<file path="src/rtl/thub_pkg.sv">
package thub_pkg;
    localparam int NT     = 6;              // timer channels
    localparam int CW     = 32;             // counter width
    localparam int XW     = 16;             // external inputs
    localparam int SW     = $clog2(XW);     // selector field width
    localparam int AW     = 8;              // address width
    localparam int DW     = 32;             // data width
    localparam int EN_LSB = 8;              // enable field position in control word
    localparam int E1_LSB = 8;              // event-1 selector position
    localparam int E2_LSB = 16;             // event-2 selector position

    localparam logic [AW-1:0] A_CTRL = 8'h00;
    localparam logic [AW-1:0] A_TRIG = 8'h04;
    localparam int            A_SEL  = 'h10;
    localparam int            A_CNT  = 'h40;
    localparam int            A_CAP  = 'h60;

    typedef logic [NT-1:0][SW-1:0] sel_arr_t;
    typedef logic [NT-1:0][CW-1:0] cnt_arr_t;

    typedef struct packed {
        logic [NT-1:0] gate;
        logic [NT-1:0] en;
        logic [NT-1:0] trig;
        sel_arr_t      sel_g;
        sel_arr_t      sel_1;
        sel_arr_t      sel_2;
    } regs_t;
endpackage

</file>
<file path="src/rtl/thub_regs.sv">
module thub_regs
    import thub_pkg::*;
(
    input  logic          clk,
    input  logic          rst_n,
    input  logic          psel,
    input  logic          penable,
    input  logic          pwrite,
    input  logic [AW-1:0] paddr,
    input  logic [DW-1:0] pwdata,
    input  logic [3:0]    pstrb,
    output logic [DW-1:0] prdata,
    input  cnt_arr_t      cnt,
    input  cnt_arr_t      cap,
    output regs_t         regs
);
    regs_t r_d, r_q;
    logic  wr_any, wr_ok;

    assign wr_any = psel && penable && pwrite;
    assign wr_ok  = wr_any && (pstrb == 4'hF);

    always_comb begin
        r_d      = r_q;
        r_d.trig = '0;
        if (wr_ok) begin
            if (paddr == A_CTRL) begin
                for (int i = 0; i < NT; i++) begin
                    r_d.en[i] = pwdata[EN_LSB + i];
                    if (r_q.en[i] && !pwdata[EN_LSB + i])
                        r_d.gate[i] = r_q.gate[i];
                    else
                        r_d.gate[i] = pwdata[i];
                end
            end
            if (paddr == A_TRIG)
                r_d.trig = pwdata[NT-1:0];
            for (int i = 0; i < NT; i++) begin
                if (paddr == AW'(A_SEL + 4 * i)) begin
                    r_d.sel_g[i] = pwdata[SW-1:0];
                    r_d.sel_1[i] = pwdata[E1_LSB +: SW];
                    r_d.sel_2[i] = pwdata[E2_LSB +: SW];
                end
            end
        end
    end

    always_ff @(posedge clk or negedge rst_n) begin
        if (!rst_n) r_q <= '0;
        else        r_q <= r_d;
    end

    always_comb begin
        prdata = '0;
        if (paddr == A_CTRL) begin
            prdata[NT-1:0]       = r_q.gate;
            prdata[EN_LSB +: NT] = r_q.en;
        end
        for (int i = 0; i < NT; i++) begin
            if (paddr == AW'(A_SEL + 4 * i)) begin
                prdata[SW-1:0]       = r_q.sel_g[i];
                prdata[E1_LSB +: SW] = r_q.sel_1[i];
                prdata[E2_LSB +: SW] = r_q.sel_2[i];
            end
            if (paddr == AW'(A_CNT + 4 * i)) prdata = DW'(cnt[i]);
            if (paddr == AW'(A_CAP + 4 * i)) prdata = DW'(cap[i]);
        end
    end

    assign regs = r_q;

    // a partial-strobe write leaves control and selectors untouched
    a_r2_strobe_ignored: assert property (@(posedge clk) disable iff (!rst_n)
        (wr_any && pstrb != 4'hF) |=> ($stable(r_q.gate) && $stable(r_q.en)
                                        && $stable(r_q.sel_g) && $stable(r_q.sel_1)));
    // gates of channels being disabled keep their old value
    a_r5_gate_kept: assert property (@(posedge clk) disable iff (!rst_n)
        (wr_ok && paddr == A_CTRL) |=>
        ((r_q.gate & ~r_q.en & $past(r_q.en)) == ($past(r_q.gate) & ~r_q.en & $past(r_q.en))));
    // trigger pulse lasts one cycle only
    a_r8_trig_pulse: assert property (@(posedge clk) disable iff (!rst_n)
        (|r_q.trig) |=> (r_q.trig == '0));
endmodule

</file>
<file path="src/rtl/thub_insync.sv">
module thub_insync
    import thub_pkg::*;
(
    input  logic          clk,
    input  logic          rst_n,
    input  logic [XW-1:0] ext_in,
    output logic [XW-1:0] lvl,
    output logic [XW-1:0] rise
);
    typedef struct packed {
        logic [XW-1:0] s1;
        logic [XW-1:0] s2;
        logic [XW-1:0] prev;
    } sync_t;

    sync_t s_d, s_q;

    always_comb begin
        s_d.s1   = ext_in;
        s_d.s2   = s_q.s1;
        s_d.prev = s_q.s2;
    end

    always_ff @(posedge clk or negedge rst_n) begin
        if (!rst_n) s_q <= '0;
        else        s_q <= s_d;
    end

    assign lvl  = s_q.s2;
    assign rise = s_q.s2 & ~s_q.prev;

    // a reported edge was low on the cycle before
    a_r10_edge_single: assert property (@(posedge clk) disable iff (!rst_n)
        (|rise) |=> ((rise & $past(rise)) == '0));
endmodule

</file>
<file path="src/rtl/thub_channel.sv">
module thub_channel
    import thub_pkg::*;
(
    input  logic          clk,
    input  logic          rst_n,
    input  logic          en,
    input  logic          sw_gate,
    input  logic          ext_gate,
    input  logic          cap_req,
    output logic [CW-1:0] cnt,
    output logic [CW-1:0] cap
);
    typedef struct packed {
        logic [CW-1:0] cnt;
        logic [CW-1:0] cap;
    } ch_t;

    ch_t  c_d, c_q;
    logic run;

    assign run = en && (sw_gate || ext_gate);

    always_comb begin
        c_d = c_q;
        if (run)     c_d.cnt = c_q.cnt + CW'(1);
        if (cap_req) c_d.cap = c_q.cnt;
    end

    always_ff @(posedge clk or negedge rst_n) begin
        if (!rst_n) c_q <= '0;
        else        c_q <= c_d;
    end

    assign cnt = c_q.cnt;
    assign cap = c_q.cap;

    // advance by one while running
    a_r4_step: assert property (@(posedge clk) disable iff (!rst_n)
        run |=> (c_q.cnt == $past(c_q.cnt) + CW'(1)));
    // hold while stopped
    a_r4_hold: assert property (@(posedge clk) disable iff (!rst_n)
        !run |=> $stable(c_q.cnt));
    // capture loads the count present on the request cycle
    a_r7_capture: assert property (@(posedge clk) disable iff (!rst_n)
        cap_req |=> (c_q.cap == $past(c_q.cnt)));
endmodule

</file>
<file path="src/rtl/multi_timer_hub.sv">
module multi_timer_hub
    import thub_pkg::*;
(
    input  logic        clk,
    input  logic        rst_n,
    input  logic        psel,
    input  logic        penable,
    input  logic        pwrite,
    input  logic [7:0]  paddr,
    input  logic [31:0] pwdata,
    input  logic [3:0]  pstrb,
    output logic [31:0] prdata,
    output logic        pready,
    output logic        pslverr,
    input  logic [15:0] ext_in
);
    regs_t         regs;
    cnt_arr_t      cnt, cap;
    logic [XW-1:0] lvl, rise;

    assign pready  = 1'b1;
    assign pslverr = 1'b0;

    thub_regs u_regs (
        .clk     (clk),
        .rst_n   (rst_n),
        .psel    (psel),
        .penable (penable),
        .pwrite  (pwrite),
        .paddr   (paddr),
        .pwdata  (pwdata),
        .pstrb   (pstrb),
        .prdata  (prdata),
        .cnt     (cnt),
        .cap     (cap),
        .regs    (regs)
    );

    thub_insync u_sync (
        .clk    (clk),
        .rst_n  (rst_n),
        .ext_in (ext_in),
        .lvl    (lvl),
        .rise   (rise)
    );

    for (genvar g = 0; g < NT; g++) begin : g_ch
        logic ext_gate, cap_req;
        assign ext_gate = lvl[regs.sel_g[g]];
        assign cap_req  = regs.trig[g] | rise[regs.sel_1[g]] | rise[regs.sel_2[g]];

        thub_channel u_ch (
            .clk      (clk),
            .rst_n    (rst_n),
            .en       (regs.en[g]),
            .sw_gate  (regs.gate[g]),
            .ext_gate (ext_gate),
            .cap_req  (cap_req),
            .cnt      (cnt[g]),
            .cap      (cap[g])
        );
    end
endmodule

</file>
<file path="config.mk">
export PLATFORM = sky130hd
export DESIGN_NAME = multi_timer_hub
export DESIGN_NICKNAME = d
export VERILOG_FILES = /design/src/rtl/thub_pkg.sv /design/src/rtl/thub_regs.sv /design/src/rtl/thub_insync.sv /design/src/rtl/thub_channel.sv /design/src/rtl/multi_timer_hub.sv
export SDC_FILE = /design/constraint.sdc
export NUM_CORES = 1
export LEC_CHECK = 0
export ABC_CLOCK_PERIOD_IN_PS = 9200
export BUFFER_PORTS_ARGS = -buffer_cell sky130_fd_sc_hd__buf_2
export CAP_MARGIN = 0
export CORE_AREA = 4 4 272 274
export DETAILED_ROUTE_END_ITERATION = 16
export DIE_AREA = 0 0 276 278
export GPL_ROUTABILITY_DRIVEN = 0
export GPL_TIMING_DRIVEN = 0
export PLACE_DENSITY_LB_ADDON = 0.3
export SKIP_CTS_REPAIR_TIMING = 1
export SKIP_LAST_GASP = 1
export SLEW_MARGIN = 5
export SYNTH_ARGS = -nofsm -noshare
export SYNTH_HDL_FRONTEND = slang
export SYNTH_SLANG_ARGS = --single-unit
export TNS_END_PERCENT = 50
</file>
<file path="constraint.sdc">
create_clock -name clk -period 9.2 [get_ports clk]
set_clock_uncertainty 0.2 [all_clocks]
set_input_delay 2.76 -clock clk [delete_from_list [all_inputs] [get_ports clk]]
set_output_delay 2.76 -clock clk [all_outputs]
set_load 0.02 [all_outputs]
</file>
==> impl_results.md <==
* Status: complete, but fails checks
* Failing checks: setup timing
* Critical Path Start: paddr[5]
* Initial Util at around 40%
* Synth Register Bits at about 520
* Max VDD drop at about 180 uV
* Min-delay worst type: register to register
* H-tree lvl count at 2
* Clock Latency Late Sink at ~0.65 ns
* Lkg Pwr at 14.3 nW
* GR Util All Layers at a little under a quarter
* Die area at roughly 77000 sq um
* Slew @ Worst Pin at around 1.4 ns
* Syn nets at between 2000 and 3000
* Post-synth EDFFs at 0
* Top cells by area, synth: dfrtp_1 (46%), mux2_4 (9.5%), mux4_2 (4.8%), mux2_2 (4.0%), xnor2_1 (3.6%)
* Slew margin rel. at roughly 2.6%
* Final setup fails at 3
* Vias per std cell at roughly 6.2
* CTS sink cnt at approximately 520
* Reg2Reg Depth at 9
* Largest area contributor in the netlist: dfrtp_1
* Critical path arrival at 6.32 ns
* Ys flop type: dfrtp_1
* Initial antenna violation count at 2
* Core area at between 70000 and 80000 sq um
* Fmax at 108 MHz
* Min Hold Slack at 0.143 ns
* Vias in the first global route at 21900
* Worst R2R End: g_ch[1].u_ch.cap[3]
* Final HPWL DP at approximately 70000 microns
* Setup slack, reg-to-reg at just under 6 ns
* Die height at ~280 microns
* Reg-to-Reg Start: u_sync.lvl[15]
* Final hold violation count at 0
* Fin crit period at ~9.3 ns
* Fin. max-slew vios at 0
* Crit start category: input pin
* Port Buffer Count at just under 80
* Drt initial violations at about 2900
* Ports at 99
* Kind of critical path: input pin to output pin
* Area growth from synthesis to layout at 13.7%
* Total power at ~0.006 W
* Critical Path Sink: prdata[3]
* Num CTS Buffers at 57
* Post-route DRC at 0
* Layout cells sized above 1 at 23.9%
* CTS tree: yes
* Max_cap viols at 0
* Final worst setup slack at -0.0817 ns
* Worst Setup End Kind: output pin
* First-pass GRT wire length at roughly 140000 microns
* Synth top area share at approximately 46%
* Synth unique cells at between 70 and 80
* Peak fanout along the critical path at 10
* Clock slew at reported path FFs at approximately 0.060 ns
* Worst EP required at between 6 and 7 ns
* Avg Synthesized Cell Area at between 10 and 15 sq um
* Cell area after synthesis at 28500 sq um
* Num rows at 98
* Largest net degree at the start of global routing at approximately 120
* Antenna Nets Post-Route at 0
* Ys Warns at 0
* Clock tree buffer depth at 3
* Gr ovfl total at 0
* Chip Width at about 280 microns
* Final period util at 101%
* PwrDens at about 190 nW/um^2
* Setup slack at placement at -0.632 ns
* RSZ-0062 raised after global routing: yes
* Synth Instances at roughly 2500
* Drt pass-1 iters at 8
* Post-synth ARST share at 100%
* Clock root buffer: clkbuf_16
* Seq/Total Area, Yosys at a little under half
* Nets@finish at 2679
* Wirelength, routed at about 94000 microns
* End-of-flow core utilization at a little under half
* DR vias at around 22000
* Drt wl/cell at ~26 microns
-- flip-flops by register name (all words and copies together) (netlist names) --
register,cells
g_ch.u_ch.cap,192
g_ch.u_ch.cnt,192
u_regs.regs,90
u_sync.lvl,16
u_sync.s_d,16
u_sync.s_q,16
-- cell usage after synthesis (14+ instances only) --
cell / count
nand2_1: 165
xnor2_1: 118
o21ai_0: 134
and3_1: 48
nand2b_1: 20
nand3_1: 89
nand4_1: 45
inv_1: 39
xor2_1: 68
nor3_1: 46
buf_2: 27
a211oi_1: 16
nor2b_1: 23
clkbuf_1: 97
mux2_2: 101
and4_1: 16
a22oi_1: 40
mux4_2: 61
and2_1: 14
buf_6: 18
dfrtp_1: 522
nor4_1: 24
a21oi_1: 86
mux2i_1: 40
o221ai_1: 35
nor2_1: 136
mux2_4: 180
-- placed cells by master, fill, tap and decap left out, types with 13 or more instances in the layout --
cell       Yosys  routed
mux2_4       180     180
clkbuf_16      0      57
and4_1        16      16
buf_2         27     104
nor2b_1       23      23
buf_6         18      18
and3_1        48      48
a22oi_1       40      40
nand3_1       89      89
clkbuf_1      97      95
and2_1        14      14
mux2i_1       40      40
nand4_1       45      45
nor4_1        24      24
a22o_1        13      13
nand2_1      165     165
xor2_1        68      68
nor3_1        46      46
mux2_2       101     101
dfrtp_1      522     522
o221ai_1      35      35
nor2_1       136     136
a211oi_1      16      16
xnor2_1      118     118
mux4_2        61      61
o21ai_0      134     134
nand2b_1      20      20
inv_1         39      39
a2bb2oi_1     13      13
clkbuf_2       5      13
a21oi_1       86      86
-- cells by family after synthesis --
kind of cell,after synthesis,synth area share (%)
simple gates,689,12.5
flops,522,45.9
compound gates,447,10.4
mux,394,20.8
buf+inv,218,4.31
xor+xnor,186,5.72
fa+ha+maj,6,0.264
other cells,2,0.0264
-- critical path, cell delays in order --
cell,delay (ns)
buf_2,0.15
clkbuf_2,0.29
clkbuf_2,0.42
clkdlybuf4s15_1,0.73
o21ai_0,0.49
a211oi_1,0.17
nor4_1,0.75
o221ai_1,0.31
buf_2,0.23
-- how the worst min path moves through the flow --
stage,start,to,slack (ns),cells after the start
CTS,u_sync.s_d[19],u_sync.lvl[3],0.15,0
global placement,u_sync.s_d[19],u_sync.lvl[3],0.13,0
detailed placement,u_sync.s_d[16],u_sync.lvl[0],0.13,0
floorplan,u_sync.s_d[16],u_sync.lvl[0],0.13,0
global route,u_sync.s_d[16],u_sync.lvl[0],0.15,0
finish,u_sync.s_d[17],u_sync.lvl[1],0.14,0
-- power breakdown --
part           internal (W)  leakage, nW  total (W)  switching, W
clock network       0.00155         1.03    0.00256       0.00102
registers           0.00248         7.01    0.00270      0.000222
logic              0.000349         6.28   0.000750      0.000401
total               0.00437         14.3    0.00601       0.00164
-- cell type report --
class / instances / area (sq um)
fillers: 6577 / 39000
multi-input cells: 1724 / 14200
flip-flops and latches: 522 / 13100
clock buffers: 73 / 1610
well taps: 950 / 1190
plain buffers: 178 / 1100
repair buffers: 85 / 553
clock inverters: 34 / 499
inverters: 40 / 150
diodes: 1 / 2.50
-- routing by layer --
| metal | up-vias | wire [microns] | global-route usage [%] |
|---|---|---|---|
| li1 | 9358 | - | - |
| met1 | 11300 | 40000 | 34.0 |
| met2 | 1230 | 41000 | 35.7 |
| met3 | 272 | 8310 | 3.97 |
| met4 | 4 | 5110 | 11.6 |
| met5 | - | 28 | 0 |
-- per-stage QoR --
step | instance area [sq um] | cells | TNS [ns]
floorplan | 28500 | 2464 | 0
global placement | 30000 | 3492 | -2813.51
detailed placement | 30200 | 3499 | -4.38
CTS | 32300 | 3606 | -5.06
global route | 32300 | 3606 | -0.0486
finish | 32400 | 3607 | -0.173
(Power assumes the default switching activity.)
